$ cat src/rtl/pal_csync_pkg.sv
package pal_csync_pkg;

  typedef enum logic [2:0] {
    PH_LVS_LO,   // long vertical pulse, tip
    PH_LVS_HI,   // long vertical pulse, black
    PH_HS,       // line sync tip
    PH_BP,       // back porch
    PH_ACT,      // active window
    PH_SVS_LO,   // short vertical pulse, tip
    PH_SVS_HI,   // short vertical pulse, black
    PH_MARK      // one-cycle frame marker
  } phase_e;

  function automatic int max_of(input int a, input int b);
    return (a > b) ? a : b;
  endfunction

endpackage

$ cat src/rtl/pal_seg_timer.sv
module pal_seg_timer #(
  parameter int W     = 11,
  parameter int START = 719
) (
  input  logic         clk,
  input  logic         rst,
  input  logic [W-1:0] next_len,
  output logic [W-1:0] cnt,
  output logic         expire
);

  // Counts down from length-1; the final cycle of a segment loads the next.
  assign expire = (cnt == '0);

  always_ff @(posedge clk) begin
    if (rst)
      cnt <= W'(START - 1);
    else if (expire)
      cnt <= next_len - W'(1);
    else
      cnt <= cnt - W'(1);
  end

endmodule

$ cat src/rtl/pal_phase_seq.sv
module pal_phase_seq
  import pal_csync_pkg::*;
#(
  parameter int LEN_W        = 11,
  parameter int REP_W        = 8,
  parameter int LONG_LO_CYC  = 719,
  parameter int LONG_HI_CYC  = 48,
  parameter int SHORT_LO_CYC = 48,
  parameter int SHORT_HI_CYC = 720,
  parameter int HSYNC_CYC    = 96,
  parameter int PORCH_CYC    = 192,
  parameter int ACTIVE_CYC   = 1247,
  parameter int LONG_CNT     = 5,
  parameter int SHORT_CNT    = 6,
  parameter int LINE_CNT     = 152
) (
  input  logic             clk,
  input  logic             rst,
  input  logic             expire,
  output phase_e           phase,
  output logic [REP_W-1:0] rep,
  output logic [LEN_W-1:0] next_len
);

  phase_e           ph_nxt;
  logic [REP_W-1:0] rep_nxt;

  // Phase order and repeat bookkeeping; rep counts remaining repeats.
  always_comb begin
    ph_nxt  = phase;
    rep_nxt = rep;
    unique case (phase)
      PH_LVS_LO: ph_nxt = PH_LVS_HI;
      PH_LVS_HI: begin
        if (rep == '0) begin
          ph_nxt  = PH_HS;
          rep_nxt = REP_W'(LINE_CNT - 1);
        end else begin
          ph_nxt  = PH_LVS_LO;
          rep_nxt = rep - REP_W'(1);
        end
      end
      PH_HS: ph_nxt = PH_BP;
      PH_BP: ph_nxt = PH_ACT;
      PH_ACT: begin
        if (rep == '0) begin
          ph_nxt  = PH_SVS_LO;
          rep_nxt = REP_W'(SHORT_CNT - 1);
        end else begin
          ph_nxt  = PH_HS;
          rep_nxt = rep - REP_W'(1);
        end
      end
      PH_SVS_LO: ph_nxt = PH_SVS_HI;
      PH_SVS_HI: begin
        if (rep == '0) begin
          ph_nxt = PH_MARK;
        end else begin
          ph_nxt  = PH_SVS_LO;
          rep_nxt = rep - REP_W'(1);
        end
      end
      PH_MARK: begin
        ph_nxt  = PH_LVS_LO;
        rep_nxt = REP_W'(LONG_CNT - 1);
      end
    endcase
  end

  // Length of the segment about to begin.
  always_comb begin
    unique case (ph_nxt)
      PH_LVS_LO: next_len = LEN_W'(LONG_LO_CYC);
      PH_LVS_HI: next_len = LEN_W'(LONG_HI_CYC);
      PH_HS:     next_len = LEN_W'(HSYNC_CYC);
      PH_BP:     next_len = LEN_W'(PORCH_CYC);
      PH_ACT:    next_len = LEN_W'(ACTIVE_CYC);
      PH_SVS_LO: next_len = LEN_W'(SHORT_LO_CYC);
      PH_SVS_HI: next_len = LEN_W'(SHORT_HI_CYC);
      PH_MARK:   next_len = LEN_W'(1);
    endcase
  end

  always_ff @(posedge clk) begin
    if (rst) begin
      phase <= PH_LVS_LO;
      rep   <= REP_W'(LONG_CNT - 1);
    end else if (expire) begin
      phase <= ph_nxt;
      rep   <= rep_nxt;
    end
  end

endmodule

$ cat src/rtl/pal_sync_decode.sv
module pal_sync_decode
  import pal_csync_pkg::*;
#(
  parameter int LEN_W       = 11,
  parameter int REP_W       = 8,
  parameter int LINE_W      = 8,
  parameter int LONG_LO_CYC = 719,
  parameter int LONG_CNT    = 5
) (
  input  logic              rst,
  input  phase_e            phase,
  input  logic [REP_W-1:0]  rep,
  input  logic [LEN_W-1:0]  cnt,
  output logic              sync_n,
  output logic              line_active,
  output logic [LINE_W-1:0] line_idx,
  output logic              frame_start,
  output logic              dbg_pulse
);

  logic tip, picture, first_cyc;

  assign tip     = (phase == PH_LVS_LO) || (phase == PH_HS) || (phase == PH_SVS_LO);
  assign picture = (phase == PH_HS) || (phase == PH_BP) || (phase == PH_ACT);
  assign first_cyc = (phase == PH_LVS_LO) && (rep == REP_W'(LONG_CNT - 1))
                  && (cnt == LEN_W'(LONG_LO_CYC - 1));

  // Reset overrides every output so the line idles at black level.
  assign sync_n      = rst || !tip;
  assign line_active = !rst && (phase == PH_ACT);
  assign dbg_pulse   = !rst && (phase == PH_MARK);
  assign frame_start = !rst && first_cyc;
  assign line_idx    = (rst || !picture) ? '0 : rep[LINE_W-1:0];

endmodule

$ cat src/rtl/pal_csync_gen.sv
module pal_csync_gen
  import pal_csync_pkg::*;
#(
  parameter int LONG_LO_CYC  = 719,
  parameter int LONG_HI_CYC  = 48,
  parameter int SHORT_LO_CYC = 48,
  parameter int SHORT_HI_CYC = 720,
  parameter int HSYNC_CYC    = 96,
  parameter int PORCH_CYC    = 192,
  parameter int ACTIVE_CYC   = 1247,
  parameter int LONG_CNT     = 5,
  parameter int SHORT_CNT    = 6,
  parameter int LINE_CNT     = 152,
  localparam int LINE_W      = (LINE_CNT > 1) ? $clog2(LINE_CNT) : 1
) (
  input  logic              clk,
  input  logic              rst,
  output logic              sync_n,
  output logic              line_active,
  output logic [LINE_W-1:0] line_idx,
  output logic              frame_start,
  output logic              dbg_pulse
);

  localparam int LEN_MAX = max_of(max_of(max_of(LONG_LO_CYC, LONG_HI_CYC),
                                         max_of(SHORT_LO_CYC, SHORT_HI_CYC)),
                                  max_of(max_of(HSYNC_CYC, PORCH_CYC), ACTIVE_CYC));
  localparam int LEN_W   = $clog2(LEN_MAX + 1);
  localparam int REP_MAX = max_of(max_of(LONG_CNT, SHORT_CNT), LINE_CNT);
  localparam int REP_W   = $clog2(REP_MAX + 1);

  phase_e           phase;
  logic [REP_W-1:0] rep;
  logic [LEN_W-1:0] cnt, next_len;
  logic             expire;

  pal_seg_timer #(
    .W(LEN_W), .START(LONG_LO_CYC)
  ) u_timer (
    .clk(clk), .rst(rst), .next_len(next_len), .cnt(cnt), .expire(expire)
  );

  pal_phase_seq #(
    .LEN_W(LEN_W), .REP_W(REP_W),
    .LONG_LO_CYC(LONG_LO_CYC), .LONG_HI_CYC(LONG_HI_CYC),
    .SHORT_LO_CYC(SHORT_LO_CYC), .SHORT_HI_CYC(SHORT_HI_CYC),
    .HSYNC_CYC(HSYNC_CYC), .PORCH_CYC(PORCH_CYC), .ACTIVE_CYC(ACTIVE_CYC),
    .LONG_CNT(LONG_CNT), .SHORT_CNT(SHORT_CNT), .LINE_CNT(LINE_CNT)
  ) u_seq (
    .clk(clk), .rst(rst), .expire(expire),
    .phase(phase), .rep(rep), .next_len(next_len)
  );

  pal_sync_decode #(
    .LEN_W(LEN_W), .REP_W(REP_W), .LINE_W(LINE_W),
    .LONG_LO_CYC(LONG_LO_CYC), .LONG_CNT(LONG_CNT)
  ) u_dec (
    .rst(rst), .phase(phase), .rep(rep), .cnt(cnt),
    .sync_n(sync_n), .line_active(line_active), .line_idx(line_idx),
    .frame_start(frame_start), .dbg_pulse(dbg_pulse)
  );

endmodule

$ cat config.mk
export PLATFORM = sky130hd
export DESIGN_NAME = pal_csync_gen
export DESIGN_NICKNAME = d
export VERILOG_FILES = /design/src/rtl/pal_csync_pkg.sv /design/src/rtl/pal_seg_timer.sv /design/src/rtl/pal_phase_seq.sv /design/src/rtl/pal_sync_decode.sv /design/src/rtl/pal_csync_gen.sv
export SDC_FILE = /design/constraint.sdc
export NUM_CORES = 1
export LEC_CHECK = 0
export ABC_AREA = 1
export CORE_ASPECT_RATIO = 1.5
export CORE_MARGIN = 2
export CORE_UTILIZATION = 52
export CTS_CLUSTER_SIZE = 16
export DETAILED_ROUTE_END_ITERATION = 8
export PLACE_DENSITY = 0.75
export SLEW_MARGIN = 20
export SYNTH_ARGS = -nofsm -noshare
export SYNTH_HDL_FRONTEND = slang
export SYNTH_SLANG_ARGS = --single-unit
$ cat constraint.sdc
create_clock -name clk -period 2.8 [get_ports clk]
set_clock_uncertainty 0.1 [all_clocks]
set_input_delay 0.7 -clock clk [delete_from_list [all_inputs] [get_ports clk]]
set_output_delay 0.7 -clock clk [all_outputs]
set_load 0.005 [all_outputs]
# Word level (Yosys, flattened, before mapping)
# Memories as Yosys holds them, arrays and structs flattened.
# Cells that the tools add are included.
word_totals:
  rom_bits: 80
  elab_cells: 46
  memories: 1
  reg_bits: 22
  input_bits: 2
  output_inout_bits: 12
mem_list:
  columns: ["memory", "words", "word_bits", "rd", "rd_clocked_by_memory_dff", "write_ports", "line", "source"]
  rows:
  - ["(no name shown)", 8, 10, 1, 0, 0, "pal_phase_seq.sv:72", "unique case (ph_nxt)"]
op_classes:
  add_sub_neg: 3
  eq_ne: 10
  n_reduce_logical: 19
  muxes: 10
ops:
  columns: ["op", "n"]
  rows:
  - ["two-way mux 8 bit", 4]
  - ["case mux 8 bit (4 select lines)", 1]
  - ["case mux 3 bit (8 select lines)", 1]
  - ["subtractor 11 x 1 -> 11 bit, second input constant", 2]
  - ["== test 3 bit, second input constant", 4]
  - ["== test 11 x 10 -> 1 bit, second input constant", 1]
  - ["zero test 11 bit", 1]
  - ["two-way mux 11 bit", 1]
  - ["== test 8 x 3 -> 1 bit, second input constant", 1]
  - ["zero test 8 bit", 1]
  - ["subtractor 8 x 1 -> 8 bit, second input constant", 1]
  - ["== test 3 x 2 -> 1 bit, second input constant", 2]
  - ["logical OR 1 bit", 6]
  - ["logical AND 1 bit", 5]
  - ["two-way mux 2 bit", 2]
  - ["nonzero test 4 bit", 1]
  - ["== test 3 x 1 -> 1 bit, second input constant", 1]
  - ["zero test 1 bit", 3]
  - ["zero test 3 bit", 1]
  - ["two-way mux 3 bit", 1]
  - ["AND reduction 3 bit", 1]
  - ["!= test 2 bit, second input constant", 1]

# Logic depth before layout (Yosys ltp)
# Gate-level depths: netlist of the first run.
depth:
  depth_word: 6
  mapped_depth: 24

# Hierarchy
# A second synthesis of the first run with hierarchy kept.
unflattened:
  cells_unflattened: 309
  hier_area_um2: 1844.3
modules_own_cells:
  columns: ["module", "area_per_inst_um2", "cells_per_inst", "instances", "seq_area_each_um2"]
  rows:
  - ["pal_phase_seq", 922.1, 146, 1, 220.2]
  - ["pal_seg_timer", 709.4, 111, 1, 220.2]
  - ["pal_sync_decode", 212.7, 52, 1, 0.0]

# Worst setup path after synthesis of the first run
# No wires, ideal clock.
synth_path:
  path_type: "flip-flop to flip-flop"
  from: "reg u_seq.rep[0]"
  to: "reg u_timer.cnt[8]"
  t_required_ns: 2.585
  arrival_time_ns: 2.549
  n_path_buf: 0
  setup_slack_ns: 0.036
  path_stages_with_launch: 24
  path_cell_list: "dfxtp_1 > inv_1 > ha_1 > inv_1 > nor2_2 > nand2_4 > nand3_4 > inv_1 > a21oi_1 > inv_1 > nor2_1 > ha_1 > nand3_2 > nand2_2 > nand2_4 > nand2_1 > inv_1 > ha_1 > nand2_1 > nor2_1 > nand2_1 > clkinv_1 > a21oi_1 > nor2_1"
synth_via:
  elab_chain_cells: 6
  word_cells_on_any_way: 8
  classes_between: "add/sub: 1; mux: 5; reduce/logical: 1; memory: 1"
synth_rtl:
  columns: ["item", "line", "source"]
  rows:
  - ["start: declaration", "pal_phase_seq.sv:21", "output logic [REP_W-1:0] rep,"]
  - ["start signal: assignment", "pal_phase_seq.sv:87", "rep <= REP_W'(LONG_CNT - 1);"]
  - ["start signal: assignment", "pal_phase_seq.sv:90", "rep <= rep_nxt;"]
  - ["zero test 8 bit *", "pal_phase_seq.sv:35, pal_phase_seq.sv:46, pal_phase_seq.sv:56", null]
  - ["two-way mux 2 bit, or another cell as far along", "pal_phase_seq.sv:56", "if (rep == '0) begin"]
  - ["case mux 3 bit (8 select lines) *", "pal_phase_seq.sv:32", "unique case (phase)"]
  - ["memory (8 x 10 bit) *", null, null]
  - ["subtractor 11 x 1 -> 11 bit *", "pal_seg_timer.sv:19", "cnt <= next_len - W'(1);"]
  - ["two-way mux 11 bit *", "pal_seg_timer.sv:18", "else if (expire)"]
  - ["end signal: assignment", "pal_seg_timer.sv:17", "cnt <= W'(START - 1);"]
  - ["end signal: assignment", "pal_seg_timer.sv:19", null]
  - ["end signal: assignment", "pal_seg_timer.sv:21", "cnt <= cnt - W'(1);"]
  - ["end: declaration", "pal_seg_timer.sv:8", "output logic [W-1:0] cnt,"]
# Mark *: on every way between the ends. The rest lies on a longest branch, timed or not.
# A chain may end at the register's enable or synchronous reset.

# Worst setup path after layout of the first run
layout_path:
  from: "in rst"
  to: "out frame_start"
layout_via:
  elab_chain_cells: 2
layout_rtl:
  columns: ["item", "line", "source"]
  rows:
  - ["start: declaration", "pal_csync_gen.sv:17", "input logic rst,"]
  - ["zero test 1 bit", "pal_sync_decode.sv:32", "assign frame_start = !rst && first_cyc;"]
  - ["logical AND 1 bit", "pal_sync_decode.sv:32", null]
  - ["end: declaration", "pal_csync_gen.sv:21", "output logic frame_start,"]
# Every way passes these cells.

==> Flow_metrics.wiki, run 1 <==
{| class="wikitable"
! Metric !! Value
|-
| Max-cap violations || 0
|-
| Ranking of synthesized cells by area || sky130_fd_sc_hd__dfxtp_1 (25%), sky130_fd_sc_hd__nand2_1 (8.3%), sky130_fd_sc_hd__nor2_1 (8.1%)
|-
| Required time at the endpoint of the critical path || 2.00 ns
|-
| First-pass iteration count of the detailed router || 5
|-
| Hold Worst Slack || 0.4526 ns
|-
| Worst hold path depth || 2
|-
| Chip height || 75.31 um
|-
| Final-report setup violation count || 0
|-
| Core footprint || 3191 um2
|-
| Worst Setup Slack, final || 0.04095 ns
|-
| Area share of the largest cell type after synthesis || 24.98%
|-
| Clock buffers created by TritonCTS || 3
|-
| GR Util met3 || 2.353%
|-
| Syn Nets || 268
|-
| Remaining antenna violation count after routing || 0
|-
| Result of the run || finished clean
|-
| Total track usage || 24.51%
|-
| Place WS || -0.4511 ns
|-
| Routed wire length per instance || 13.87 um
|-
| Final wirelength || 4910 um
|-
| Crit end category || output port
|-
| Synth Area per Inst || 6.807 um2
|-
| Routed via count || 1878
|-
| Clock Tree Buf Depth || 2
|-
| Leakage power || 1.165 nW
|-
| Placer congestion estimate || 0.8267
|-
| Clk_lat worst skew || 0.27 ns
|-
| DRT iter0 DRCs || 39
|-
| Count of synthesis-stage warnings from yosys || 0
|-
| Clock tree from TritonCTS || yes
|-
| Depth of the most critical reg-to-reg path || 22
|-
| Root Driver || sky130_fd_sc_hd__clkbuf_8
|-
| Detailed-placement wirelength estimate || 3398 um
|-
| Post-route minimum period || 2.759 ns
|-
| Global-route wire length before repair || 7148 um
|-
| Portion of the post-synthesis area used by sequential elements || 24.98%
|-
| Total Die Area || 3881 um2
|-
| GRT busiest layer || met2
|-
| Placement row count || 25
|-
| Critical Path Fanout Max || 4
|-
| Maximum ir drop on the vdd rail || 259.5 uV
|-
| Arrival time of data at the critical path endpoint || 1.96 ns
|-
| Count of hold buffers inserted by post-cts repair || 0
|-
| Number of inserted diodes || 0
|-
| Post-Syn Area || 1763 um2
|-
| Classification of the worst setup path || input port to output port
|-
| I/O pin cnt || 14
|-
| Pwr per Cell Area || 278.2 nW/um2
|-
| Initial cell density of the core || 55.25%
|-
| Largest net degree at the start of global routing || 14
|-
| Routed via count divided by cell count || 5.305
|-
| H-tree Lvls || 1
|-
| Kind of path behind the tightest hold check || flop to flop
|-
| Reg2reg setup slack || 0.09 ns
|-
| Count of mapped cells out of synthesis || 259
|-
| Setup crit start kind || input port
|-
| Nets || 324
|-
| Vias in the first global route || 1653
|-
| Die boundary width || 51.54 um
|-
| Growth of design area from synthesis to finish || 41.02%
|-
| DRC errors left || 0
|-
| Post-synth cell types || 38
|-
| Worst slew margin relative to its limit || 68.24%
|-
| Buffers added on ports || 13
|-
| GRT overflow || 0
|-
| Number of hold violations in the final report || 0
|-
| Proportion of layout cells with a drive suffix above 1 || 42.04%
|-
| Biggest area consumer among synthesized cells || sky130_fd_sc_hd__dfxtp_1
|-
| Met1 demand-to-capacity share in global routing || 25.55%
|-
| Inst Count DP || 342
|-
| Flops & latches, synth || 22
|-
| Overall power consumption || 0.6916 mW
|-
| Max-slew violations || 0
|-
| Maximum clock frequency || 362.4 MHz
|-
| Total number of clock tree sinks || 22
|-
| Share of the clock period used by the worst path after layout || 98.54%
|-
| Worst-Margin Slew || 0.4727 ns
|-
| Clock transition time at the flip-flop clock pins of the worst setup and hold paths || 0.09 ns
|-
| Number of antenna violations at the first check in global routing || 0
|-
| Met2 Usage GRT || 49.86%
|-
| Final standard cell count with taps included and fillers excluded || 354
|}
## synthesized netlist by cell type
master and n:
sky130_fd_sc_hd__a211oi_1 1, sky130_fd_sc_hd__nand4_1 4, sky130_fd_sc_hd__nand3_1 14, sky130_fd_sc_hd__nor2_2 8, sky130_fd_sc_hd__clkinv_2 1, sky130_fd_sc_hd__nand3_4 4
sky130_fd_sc_hd__nor2_4 3, sky130_fd_sc_hd__nor3_1 3, sky130_fd_sc_hd__a21oi_2 1, sky130_fd_sc_hd__clkbuf_1 2, sky130_fd_sc_hd__nand2_4 6, sky130_fd_sc_hd__nand2_1 39
sky130_fd_sc_hd__xor2_1 4, sky130_fd_sc_hd__a21oi_1 17, sky130_fd_sc_hd__nand3_2 5, sky130_fd_sc_hd__clkinv_1 1, sky130_fd_sc_hd__o21a_1 1, sky130_fd_sc_hd__nor4_1 2
sky130_fd_sc_hd__inv_1 34, sky130_fd_sc_hd__buf_4 2, sky130_fd_sc_hd__o211ai_1 1, sky130_fd_sc_hd__inv_2 10, sky130_fd_sc_hd__a21boi_2 1, sky130_fd_sc_hd__a221oi_1 1
sky130_fd_sc_hd__o21ai_0 8, sky130_fd_sc_hd__nor3_4 1, sky130_fd_sc_hd__or2_1 1, sky130_fd_sc_hd__nand2_2 9, sky130_fd_sc_hd__nand3b_1 1, sky130_fd_sc_hd__a31oi_1 1
sky130_fd_sc_hd__o21ai_1 2, sky130_fd_sc_hd__nor4_2 1, sky130_fd_sc_hd__nand3b_2 1, sky130_fd_sc_hd__ha_1 7, sky130_fd_sc_hd__nor2_1 38, sky130_fd_sc_hd__o22ai_1 1
sky130_fd_sc_hd__dfxtp_1 22, sky130_fd_sc_hd__buf_6 1
## kinds of logic after synthesis
logic type / synth area share, %
adder cells (fa/ha/maj): 4.968
AND/OR/NAND/NOR: 45.00
XOR/XNOR: 1.987
flip-flops: 24.98
buffers and inverters: 11.78
AO/OA/AOI/OAI: 11.29
## where the power goes
group	switching (mW)	internal, mW	leakage, nW
logic	0.0331	0.0272	0.950
clock network	0.117	0.191	0.0357
registers	0.00518	0.318	0.180
total	0.155	0.536	1.17
## flip-flops by register name, summed over array words and instances, names as in the netlist
register	count
u_seq.phase	3
u_seq.rep	8
u_timer.cnt	11
## area by class of cell
type                            instances  area [um2]
Clock buffer                            3       41.29
Clock inverter                          1       30.03
Fill cell                             231       704.4
Inverter                               46       178.9
Multi-Input combinational cell        186        1284
Sequential cell                        22       444.2
Tap cell                               40       50.05
Timing Repair Buffer                   56       457.9
## placed cells by master (no fill, tap or decap), drive strengths merged
cell type / Yosys / layout
o21a: 1 / 1
buf: 3 / 43
o211ai: 1 / 1
or2: 1 / 1
dlymetal6s2s: 0 / 1
nand2: 54 / 54
o22ai: 1 / 1
a21boi: 1 / 1
a221oi: 1 / 1
o21ai: 10 / 10
a31oi: 1 / 1
nand4: 4 / 4
clkinv: 2 / 1
xor2: 4 / 4
clkbuf: 2 / 3
dfxtp: 22 / 22
a21oi: 18 / 18
ha: 7 / 7
nor2: 49 / 49
nor4: 3 / 3
bufinv: 0 / 1
clkdlybuf4s15: 0 / 1
inv: 44 / 45
dlygate4sd2: 0 / 1
a211oi: 1 / 1
nand3b: 2 / 2
nand3: 23 / 23
nor3: 4 / 4
clkdlybuf4s50: 0 / 10
## worst max-delay path, stage by stage
cell	delay, ns
sky130_fd_sc_hd__clkdlybuf4s15_1	0.28
sky130_fd_sc_hd__inv_2	0.17
sky130_fd_sc_hd__nand4_1	0.12
sky130_fd_sc_hd__nor2_1	0.15
sky130_fd_sc_hd__nand3_1	0.08
sky130_fd_sc_hd__nor4_1	0.19
sky130_fd_sc_hd__dlygate4sd2_1	0.27
## final timing paths
check / to / startpoint
setup / recovery: frame_start / rst
hold / removal: u_seq.rep[3]$_SDFFE_PP0P_ / u_seq.rep[3]$_SDFFE_PP0P_
setup reg to reg: u_timer.cnt[6]$_SDFF_PP1_ / u_seq.rep[1]$_SDFFE_PP0P_
hold reg to reg: u_seq.rep[3]$_SDFFE_PP0P_ / u_seq.rep[3]$_SDFFE_PP0P_
## through the flow
step / utilization (%) / area, um2 / TNS [ns]
5_1_grt: 77.92 / 2486 / -0.1098
6_report: 77.92 / 2486 / 0
3_3_place_gp: 68.08 / 2172 / -3.953
4_1_cts: 72.71 / 2320 / 0
2_1_floorplan: - / 1763 / 0
3_5_place_dp: 68.08 / 2172 / -4.742
## what timing repair did
action	CTS	global route
setup endpoints to repair	15	16
gates resized for setup	16	40
pin swaps	6	13
buffers inserted	4	4
gates cloned	0	0
## routing by layer
metal	vias up	wire length (um)
li1	934	-
met1	885	1943
met2	44	2699
met3	15	108
met4	0	158
met5	-	0
Note: power is estimated with default switching activity, not from simulation.
==> run 2, diff against run 1 <==
--- a/config.mk
+++ b/config.mk
@@ -11,6 +11,7 @@
 export CORE_UTILIZATION = 52
 export CTS_CLUSTER_SIZE = 16
 export DETAILED_ROUTE_END_ITERATION = 8
+export GPL_ROUTABILITY_DRIVEN = 0
 export PLACE_DENSITY = 0.75
 export SLEW_MARGIN = 20
 export SYNTH_ARGS = -nofsm -noshare
==> results of run 2 <==
Final layout, timing and power as in run 1 (identical DEF).
==> run 3, diff against run 2 <==
--- a/config.mk
+++ b/config.mk
@@ -6,13 +6,14 @@
 export NUM_CORES = 1
 export LEC_CHECK = 0
 export ABC_AREA = 1
-export CORE_ASPECT_RATIO = 1.5
+export CORE_ASPECT_RATIO = 1.75
 export CORE_MARGIN = 2
 export CORE_UTILIZATION = 52
 export CTS_CLUSTER_SIZE = 16
 export DETAILED_ROUTE_END_ITERATION = 8
 export GPL_ROUTABILITY_DRIVEN = 0
 export PLACE_DENSITY = 0.75
+export REMOVE_ABC_BUFFERS = 1
 export SLEW_MARGIN = 20
 export SYNTH_ARGS = -nofsm -noshare
 export SYNTH_HDL_FRONTEND = slang
==> Flow_metrics.wiki, run 3 (synthesis results as in run 1) <==
{| class="wikitable"
! Metric !! Value
|-
| Buffers added on ports || 13
|-
| Root Driver || sky130_fd_sc_hd__clkbuf_8
|-
| Leakage power || 1.169 nW
|-
| Max-slew violations || 0
|-
| Total negative slack || 0 ns
|-
| Pwr per Cell Area || 272.9 nW/um2
|-
| Number of hold violations in the final report || 0
|-
| Kind of path behind the tightest hold check || flop to flop
|-
| Share of the clock period used by the worst path after layout || 97.81%
|-
| Worst slew margin relative to its limit || 69.28%
|-
| RSZ-0062 raised after global routing || true
|-
| Final standard cell count with taps included and fillers excluded || 361
|-
| H-tree Lvls || 1
|-
| First-pass iteration count of the detailed router || 4
|-
| Layout filler cell count || 256
|-
| Inst Count DP || 351
|-
| Clock Tree Buf Depth || 2
|-
| Critical Path Fanout Max || 8
|-
| Classification of the worst setup path || input port to output port
|-
| Clk_lat worst skew || 0.27 ns
|-
| Area taken by flip-flops and latches || 445.4 um2
|-
| Maximum clock frequency || 365.1 MHz
|-
| Growth of design area from synthesis to finish || 42.65%
|-
| Total track usage || 28.06%
|-
| Total number of clock tree sinks || 22
|-
| Result of the run || finished clean
|-
| Worst-Margin Slew || 0.4573 ns
|-
| Commonest cells after routing, fill and taps aside || sky130_fd_sc_hd__buf_4 (43), sky130_fd_sc_hd__nor2_1 (33), sky130_fd_sc_hd__nand2_1 (33)
|-
| Total Die Area || 3890 um2
|-
| Number of antenna violations at the first check in global routing || 0
|-
| Die boundary width || 48.02 um
|-
| Final wirelength || 5214 um
|-
| Total area of multi-input combinational cells || 1292 um2
|-
| Flip-flop count of the largest register after layout || 11
|-
| Area of all placed cells without fillers || 2515 um2
|-
| Arrival time of data at the critical path endpoint || 1.94 ns
|-
| GRT overflow || 0
|-
| Nets || 326
|-
| Regs by FF count || u_timer.cnt (11), u_seq.rep (8), u_seq.phase (3)
|-
| Clock buffers created by TritonCTS || 3
|-
| Routed via count divided by cell count || 5.357
|-
| Largest net degree at the start of global routing || 14
|-
| Remaining antenna violation count after routing || 0
|-
| Clock tree from TritonCTS || yes
|-
| Maximum ir drop on the vdd rail || 251.5 uV
|-
| Post-route minimum period || 2.739 ns
|-
| DRC errors left || 0
|-
| Max-cap violations || 0
|-
| Vias in the first global route || 1824
|-
| Number of inserted diodes || 0
|-
| Proportion of layout cells with a drive suffix above 1 || 43.67%
|-
| Chip height || 81.03 um
|-
| Setup crit start kind || input port
|-
| Hold Worst Slack || 0.4474 ns
|-
| Crit end category || output port
|-
| Area after DPL || 2208 um2
|-
| Clock transition time at the flip-flop clock pins of the worst setup and hold paths || 0.08 ns
|-
| Required time at the endpoint of the critical path || 2.00 ns
|-
| DRT iter0 DRCs || 76
|-
| Detailed-placement wirelength estimate || 3764 um
|-
| Initial cell density of the core || 52.97%
|-
| Register name with the most flops || u_timer.cnt
|-
| Placement row count || 28
|-
| Overall power consumption || 0.6863 mW
|-
| Routed via count || 1934
|-
| Global-route wire length before repair || 7803 um
|-
| I/O pin cnt || 14
|-
| Commonest non-fill, non-tap cell in the layout || sky130_fd_sc_hd__buf_4
|-
| Core footprint || 3328 um2
|-
| Final-report setup violation count || 0
|-
| Routed wire length per instance || 14.44 um
|}
[run 3: cell types whose count changed in the layout (fill, tap and decap cells not counted), moves of 2 or more]
cell,previous run,this run
sky130_fd_sc_hd__nand2_4,10,8
sky130_fd_sc_hd__nand3_2,4,7
sky130_fd_sc_hd__nand2_2,10,13
sky130_fd_sc_hd__nand3_1,14,12
[run 3: worst max-delay path, stage by stage]
cell	delay, ns
sky130_fd_sc_hd__clkdlybuf4s15_1	0.29
sky130_fd_sc_hd__inv_2	0.17
sky130_fd_sc_hd__a31oi_4	0.14
sky130_fd_sc_hd__nor2_1	0.13
sky130_fd_sc_hd__clkdlybuf4s50_1	0.51
[run 3: repair_timing]
item	CTS	global route
setup endpoints to repair	15	15
pin swaps	11	17
hold endpoints to repair	0	0
setup buffers	5	2
gates resized for setup	26	32
hold buffers	0	0
[run 3: worst paths after layout]
check | startpoint | to | slack, ns | cells after the start
worst min register to register | u_seq.rep[3]$_SDFFE_PP0P_ | u_seq.rep[3]$_SDFFE_PP0P_ | 0.45 | 2
worst max register to register | u_seq.rep[0]$_SDFFE_PP0P_ | u_timer.cnt[6]$_SDFF_PP1_ | 0.08 | 22
worst max-delay path | rst | line_idx[4] | 0.06 | 5
worst min-delay path | u_seq.rep[3]$_SDFFE_PP0P_ | u_seq.rep[3]$_SDFFE_PP0P_ | 0.45 | 2
[run 3: layer usage]
metal  global-route usage (%)  wire length (um)  part of all wire, %  vias to the layer above
met5                        0                 0                    0                        -
met4                    16.76               308                  5.9                        0
met3                    3.333               184                  3.5                       28
met2                    52.00              2895                   56                       72
met1                    26.74              1824                   35                      892
li1                         -                 -                    -                      942
[run 3: cell type report]
type / count / area share, %
Clock buffer: 3 / 1.642
Tap cell: 45 / 2.239
Timing Repair Buffer: 58 / 18.81
Inverter: 46 / 7.015
Sequential cell: 22 / 17.71
Clock inverter: 1 / 1.194
Multi-Input combinational cell: 186 / 51.39
[run 3: metrics by stage]
| step | setup slack [ns] | utilization (%) |
|---|---|---|
| finish | 0.06139 | 75.56 |
| global route | -0.03967 | 75.56 |
| CTS | 0.003571 | 71.92 |
| detailed placement | -0.4951 | 66.35 |
| global placement | -0.4202 | 66.35 |
| floorplan | 0.03451 | - |
[run 3: power by group]
group | switching (mW) | internal [mW]
Clock | 0.113 | 0.191
Combinational | 0.0320 | 0.0270
Sequential | 0.00547 | 0.318
Total | 0.151 | 0.536
